<file path="src/rtl/id_crc_pkg.sv">
// Shared constants and the single-bit step of the reflected CRC-8.
// Assumes bits are presented least significant first.
package id_crc_pkg;
    localparam int CODE_W   = 64;
    localparam int CRC_W    = 8;
    localparam int DATA_W   = CODE_W - CRC_W;
    localparam int CNT_W    = $clog2(CODE_W + 1);
    localparam logic [CRC_W-1:0] POLY_REF = 8'h8C;

    // One shift of the reflected register with the incoming bit.
    function automatic logic [CRC_W-1:0] crc_step(input logic [CRC_W-1:0] r,
                                                   input logic b);
        logic fb;
        fb = b ^ r[0];
        return (r >> 1) ^ (fb ? POLY_REF : '0);
    endfunction
endpackage

</file>
<file path="src/rtl/id_crc_engine.sv">
// Bit-serial CRC engine. Accepts one bit per strobe until CODE_W bits are in,
// then freezes. Clear beats strobe. Assumes synchronous active-low reset.
module id_crc_engine
    import id_crc_pkg::*;
#(
    parameter int TOTAL_BITS = CODE_W,
    parameter int RW         = CRC_W,
    localparam int CW        = $clog2(TOTAL_BITS + 1)
) (
    input  logic          clk,
    input  logic          rst_n,
    input  logic          clr,
    input  logic          bit_vld,
    input  logic          bit_in,
    output logic [RW-1:0] remainder,
    output logic [CW-1:0] bit_count,
    output logic          done,
    output logic          crc_ok
);
    logic [RW-1:0] rem_q;
    logic [CW-1:0] cnt_q;
    logic          full;

    assign full = (cnt_q == CW'(TOTAL_BITS));

    // Update remainder and count on reset, clear, or an accepted bit.
    always_ff @(posedge clk) begin
        if (!rst_n) begin
            rem_q <= '0;
            cnt_q <= '0;
        end else if (clr) begin
            rem_q <= '0;
            cnt_q <= '0;
        end else if (bit_vld && !full) begin
            rem_q <= crc_step(rem_q, bit_in);
            cnt_q <= cnt_q + 1'b1;
        end
    end

    // Expose state and verdict.
    always_comb begin
        remainder = rem_q;
        bit_count = cnt_q;
        done      = full;
        crc_ok    = full && (rem_q == '0);
    end

    AST_CLEAR_WINS: assert property (@(posedge clk) disable iff (!rst_n)
        clr |=> (rem_q == '0 && cnt_q == '0));
    AST_COUNT_BOUND: assert property (@(posedge clk) disable iff (!rst_n)
        cnt_q <= CW'(TOTAL_BITS));
    AST_COUNT_ADVANCES: assert property (@(posedge clk) disable iff (!rst_n)
        (bit_vld && !clr && !full) |=> cnt_q == CW'($past(cnt_q) + 1'b1));
    AST_FROZEN_WHEN_FULL: assert property (@(posedge clk) disable iff (!rst_n)
        (full && !clr) |=> ($stable(rem_q) && $stable(cnt_q)));
endmodule

</file>
<file path="src/rtl/id_code_feeder.sv">
// Parallel-load front end. Captures a word when idle and shifts it out LSB
// first, one bit per cycle, for CODE_W cycles. Loads while busy are dropped.
module id_code_feeder
    import id_crc_pkg::*;
#(
    parameter int W   = CODE_W,
    localparam int LW = $clog2(W + 1)
) (
    input  logic         clk,
    input  logic         rst_n,
    input  logic         clr,
    input  logic         load,
    input  logic [W-1:0] code_in,
    output logic         accept,
    output logic         busy,
    output logic         feed_bit
);
    logic [W-1:0]  shreg;
    logic [LW-1:0] left;

    // A load is taken only when idle and not being cleared.
    assign accept   = load && !busy && !clr;
    assign feed_bit = shreg[0];

    // Capture, shift and count down the remaining bits.
    always_ff @(posedge clk) begin
        if (!rst_n) begin
            shreg <= '0;
            left  <= '0;
            busy  <= 1'b0;
        end else if (clr) begin
            left  <= '0;
            busy  <= 1'b0;
        end else if (accept) begin
            shreg <= code_in;
            left  <= LW'(W);
            busy  <= 1'b1;
        end else if (busy) begin
            shreg <= shreg >> 1;
            left  <= left - 1'b1;
            if (left == LW'(1)) busy <= 1'b0;
        end
    end

    AST_BUSY_IGNORES_LOAD: assert property (@(posedge clk) disable iff (!rst_n)
        (busy && load && !clr) |=> left == LW'($past(left) - 1'b1));
    AST_IDLE_HAS_NO_WORK: assert property (@(posedge clk) disable iff (!rst_n)
        !busy |-> left == '0);
endmodule

</file>
<file path="src/rtl/id_crc_unit.sv">
// Top level: serial CRC engine plus parallel feeder. While the feeder is
// busy it owns the engine input; an accepted load also clears the engine.
module id_crc_unit
    import id_crc_pkg::*;
(
    input  logic              clk,
    input  logic              rst_n,
    input  logic              clr,
    input  logic              bit_vld,
    input  logic              bit_in,
    input  logic              load,
    input  logic [CODE_W-1:0] code_in,
    output logic              busy,
    output logic [CRC_W-1:0]  remainder,
    output logic [CNT_W-1:0]  bit_count,
    output logic              done,
    output logic              crc_ok
);
    logic accept, feed_bit, eng_clr, eng_vld, eng_bit;

    id_code_feeder #(.W(CODE_W)) u_feeder (
        .clk(clk), .rst_n(rst_n), .clr(clr), .load(load), .code_in(code_in),
        .accept(accept), .busy(busy), .feed_bit(feed_bit)
    );

    // Select engine input: feeder while busy, serial port otherwise.
    always_comb begin
        eng_clr = clr | accept;
        eng_vld = busy ? 1'b1 : bit_vld;
        eng_bit = busy ? feed_bit : bit_in;
    end

    id_crc_engine #(.TOTAL_BITS(CODE_W), .RW(CRC_W)) u_engine (
        .clk(clk), .rst_n(rst_n), .clr(eng_clr), .bit_vld(eng_vld),
        .bit_in(eng_bit), .remainder(remainder), .bit_count(bit_count),
        .done(done), .crc_ok(crc_ok)
    );

    AST_LOAD_RESTARTS: assert property (@(posedge clk) disable iff (!rst_n)
        (load && !busy && !clr) |=> (busy && bit_count == '0));
endmodule

</file>
<file path="config.mk">
export PLATFORM = sky130hd
export DESIGN_NAME = id_crc_unit
export DESIGN_NICKNAME = d
export VERILOG_FILES = /design/src/rtl/id_crc_pkg.sv /design/src/rtl/id_crc_engine.sv /design/src/rtl/id_code_feeder.sv /design/src/rtl/id_crc_unit.sv
export SDC_FILE = /design/constraint.sdc
export NUM_CORES = 1
export LEC_CHECK = 0
export ABC_AREA = 1
export CORE_AREA = 2 2 116 118
export CTS_BUF_LIST = sky130_fd_sc_hd__clkbuf_16
export DETAILED_ROUTE_END_ITERATION = 12
export DIE_AREA = 0 0 118 120
export DONT_BUFFER_PORTS = 1
export GPL_TIMING_DRIVEN = 0
export PLACE_DENSITY_LB_ADDON = 0.1
export SYNTH_ARGS = -nofsm -noshare
export SYNTH_HDL_FRONTEND = slang
export SYNTH_SLANG_ARGS = --single-unit
</file>
<file path="constraint.sdc">
create_clock -name clk -period 2.64 [get_ports clk]
set_input_delay 0.528 -clock clk [delete_from_list [all_inputs] [get_ports clk]]
set_output_delay 0.528 -clock clk [all_outputs]
set_load 0.05 [all_outputs]
</file>
### Word level (Yosys, flattened, before mapping)

Index checks and enable logic that the tools add are counted.

* bitwise logic cells: 5
* mux-type cells: 10
* add/sub/neg operators: 2
* equality and inequality tests: 2
* reductions and logical operators: 13

Operator list (count)
* two-way mux 64 bit: 2
* two-way mux 7 bit: 2
* zero test 8 bit: 1
* two-way mux 8 bit: 1
* bitwise XOR 7 x 8 -> 8 bit: 1
* adder 7 x 1 -> 7 bit (second input constant): 1
* == test 7 x 1 -> 1 bit (second input constant): 1
* == test 7 bit (second input constant): 1
* subtractor 7 x 1 -> 7 bit (second input constant): 1
* two-way mux 1 bit: 5
* logical AND 1 bit: 4
* OR reduction 2 bit: 2
* zero test 1 bit: 3
* OR reduction 3 bit: 1
* inverter 1 bit: 2
* AND reduction 2 bit: 1
* nonzero test 2 bit: 1
* bitwise OR 1 bit: 1
* bitwise XOR 1 bit: 1

* bits of input ports: 70
* register bits: 87
* output and inout bits: 18

### Depth between registers and ports, before layout

* word-level depth: 5
* gate-level depth with buffers: 10
* gate-level depth less buffers: 10

### Modules after synthesis

From an unflattened synthesis, not the netlist that was laid out.

* cell total of the unflattened synthesis: 548
* area total of the unflattened synthesis: 4080.2 um2

Modules (own cells, without submodules)
* id_code_feeder: sequential area each 1441.4 um2, area each 3231.8 um2, times used 1, cells each 418
* id_crc_engine: sequential area each 300.3 um2, area each 820.8 um2, times used 1, cells each 124
* id_crc_unit: sequential area each 0.0 um2, area each 27.5 um2, times used 1, cells each 6

### Least setup slack after synthesis

Ideal clock, no wire load.

* path type: reg2out
* from: register u_engine.cnt_q[0] (netlist: u_engine.bit_count[0])
* to: output crc_ok
* arrival: 1.739 ns
* required time: 2.112 ns
* setup slack: 0.373 ns
* path buffers: 0
* stages on the path, launching flop included: 7
* path through: dfxtp_1 inv_1 ha_1 inv_1 nor2_1 nand3_1 nor2_1

* cells in the longest elaborated chain, start to end: 2

RTL lines
* start: declaration: RTL line id_crc_engine.sv:21 `logic [CW-1:0] cnt_q;`
* start signal: assignment: RTL line id_crc_engine.sv:36 `cnt_q <= cnt_q + 1'b1;`
* == test 7 bit: RTL line id_crc_engine.sv:24 `assign full = (cnt_q == CW'(TOTAL_BITS));`
* logical AND 1 bit: RTL line id_crc_engine.sv:45 `crc_ok = full && (rem_q == '0);`
* end: declaration: RTL line id_crc_unit.sv:17 `output logic crc_ok`

Every way passes these cells.

### Worst setup path after layout

Same ends and word-level chain as after synthesis.

==> results.py <==
metrics = {
    "logic_synthesis": {
        "synth_mux_area_share_pct": 0,
        "syn_inst": 484,
        "synth-compound-area-share_pct": 30.40,
        "ys_seq_area_share_pct": 45.85,
        "synth_area_sq_um": 3799,
        "syn_nets": 558,
        "synth_top_family_by_area": "compound AO/OA/AOI/OAI gates",
        "yosys.area_share.simple_pct": 11.92,
        "synth-seq-cells": 87,
        "synth_adder_area_share_pct": 1.318,
        "synth_cell_types": 26,
        "synth_xor_area_share_pct": 0.6917,
        "yosysWarnings": 0,
        "synth_area_per_cell_sq_um": 7.848,
    },
    "run_status": {
        "status": "finished clean",
    },
    "layout": {
        "area_delta_synth_final_pct": 12.42,
        "mostFrequentLayoutCells": "a21oi_1 (100), dfxtp_1 (87), o22ai_1 (63)",
        "diodes": 0,
        "drive_above_1_share_pct": 11.07,
        "fin_nets": 569,
        "final_area_sq_um": 4270,
        "final_common_cell": "a21oi_1",
    },
    "sta": {
        "drv_slew": 0,
        "fin_tns_setup_ns": 0,
        "hold_viol_final": 0,
        "fin_skew_ns": 0.003844,
        "relSlewSlack_pct": 53.39,
        "holdWs_ns": 0.3465,
        "setup_viol": 0,
        "max_freq_mhz": 411.0,
        "rsz0062_at_grt": "false",
        "min_period_ns": 2.433,
        "worst_pin_slew_ns": 0.6982,
        "post-route-period-util_pct": 92.16,
    },
    "detailed_routing": {
        "dr.pass1.iters": 4,
        "viasPerCell": 5.080,
        "vias": 3419,
        "ant_nets": 0,
        "drc": 0,
        "wl_per_cell_um": 15.64,
        "dr.first_iter.drc_count": 122,
        "routed_wirelength_mm": 10.53,
    },
    "die": {
        "core-area_sq_um": 12980,
        "dieHeight_um": 120,
        "dieWidth_um": 118,
        "rows": 42,
        "start_util_pct": 29.27,
        "die_area_sq_um": 14160,
        "ios": 88,
    },
    "clock_network": {
        "ctsHtreeMaxLevel": 3,
        "cts_num_sinks": 87,
        "cts_tree": "built",
        "cts_setup_buffers": 0,
        "cts_root_buf": "clkbuf_16",
        "cts.repair.resized": 2,
        "clk_pin_slew_worst_paths_ns": 0.06,
        "clockBufferDepth": 2,
        "clock_latency_ns": 0.34,
        "numCtsBuffers": 9,
        "cts_hold_buf": 0,
    },
    "grt": {
        "grtUsageTotal_pct": 15.33,
        "grt_max_degree": 13,
        "overflow": 0,
        "grt_first_pass_wirelength_mm": 17.22,
        "grt_pass1_vias": 3377,
        "antenna_found_initial": 0,
    },
    "worst_setup_path": {
        "crit_type": "register to output pin",
        "endpoint_kind": "output pin",
        "cp_data_required_time_ns": 2.11,
        "reg2reg_slack_ns": 0.48,
        "r2r-end": "u_engine.bit_count[4]",
        "r2r-start": "u_engine.bit_count[0]",
        "reg2reg_depth": 10,
        "critPathLaunchType": "register",
        "crit_fanout": 6,
        "worstPathArrival_ns": 1.91,
    },
    "hold_path": {
        "hold_end": "u_feeder.left[6]",
        "hold_depth": 3,
        "min_from": "clr",
        "hold_path_class": "primary input to register",
    },
    "place": {
        "port_buffers": 0,
        "dpl_cell_area_sq_um": 4019,
        "dp_hpwl_mm": 7.224,
        "gp_congestion": 0.7354,
    },
    "power": {
        "leakage_nw": 1.617,
        "powerDensity_nw_per_um2": 686.1,
        "vdd_drop_max_v": 0.0003521,
    },
    "run": {
        "timing.max_cap.violations": 0,
    },
}
-- synth_stat cells (all sizes together) --
library cell  number  area, sq um
nand2             53        203.9
buf               34        244.0
nand3             15        75.07
inv               27        106.4
or2                1        6.260
dfxtp             87         1742
o21ai             47        235.2
nor4               2        12.51
clkbuf             6        22.52
nor2              38        147.6
o31a               1        8.760
o21a               1        7.510
xnor2              1        8.760
a21oi            101        509.2
xor2               2        17.52
nand3b             1        7.510
o22ai             63        394.1
ha                 4        50.05
-- metal layers --
| layer | global-route usage (%) | vias up | wire length (um) |
|---|---|---|---|
| met5 | 0 | - | 0 |
| met4 | 5.196 | 0 | 155 |
| met3 | 6.274 | 8 | 638 |
| met2 | 25.00 | 77 | 4982 |
| met1 | 18.29 | 1607 | 4752 |
| li1 | - | 1727 | - |
-- area by class of cell --
cell class                      count  area, sq um
Clock buffer                        9        225.2
Clock inverter                      4        16.27
Sequential cell                    87         1742
Tap cell                          176        220.2
Multi-Input combinational cell    330         1694
Fill cell                        1420         8710
Buffer                             40        266.5
Inverter                           27        106.4
-- worst max path at each step --
stage	from	endpoint	slack (ns)	depth (start not counted)
detailed placement	u_engine.bit_count[0]	crc_ok	0.23	6
finish	u_engine.bit_count[0]	crc_ok	0.21	6
global route	u_engine.bit_count[0]	done	0.08	6
floorplan	u_engine.bit_count[0]	crc_ok	0.37	6
CTS	u_engine.bit_count[0]	crc_ok	0.06	6
global placement	u_engine.bit_count[0]	crc_ok	0.22	6
-- kinds of logic after synthesis --
kind of cell	Yosys count
xor+xnor	3
compound gates	213
fa+ha+maj	4
buf+inv	67
flops	87
simple gates	110
-- where the power goes --
group,switching (mW),internal (mW),total [mW]
Clock,0.497,0.610,1.11
Combinational,0.210,0.142,0.352
Sequential,0.0676,1.40,1.47
Total,0.775,2.15,2.93
-- per-stage QoR --
stage	std cells	setup slack [ns]	util (%)	total power [mW]
2_1_floorplan	484	0.3730	-	1.766
3_3_place_gp	660	0.2223	30.96	1.844
3_5_place_dp	660	0.2277	30.96	1.852
4_1_cts	673	0.05929	32.86	2.996
5_1_grt	673	0.07795	32.90	3.097
6_report	673	0.2069	32.90	2.930
-- registers in the layout, indices dropped and copies added (netlist names) --
name,count
u_engine.remainder,8
u_engine.bit_count,7
u_feeder.left,7
u_feeder.busy,1
u_feeder.shreg,64
-- critical path: stages (launching register included) --
cell	delay, ns
dfxtp_1	0.71
inv_1	0.17
ha_1	0.23
inv_1	0.05
nor2_1	0.04
nand3_1	0.23
nor2_4	0.13
Note: power is estimated with default switching activity, not from simulation.
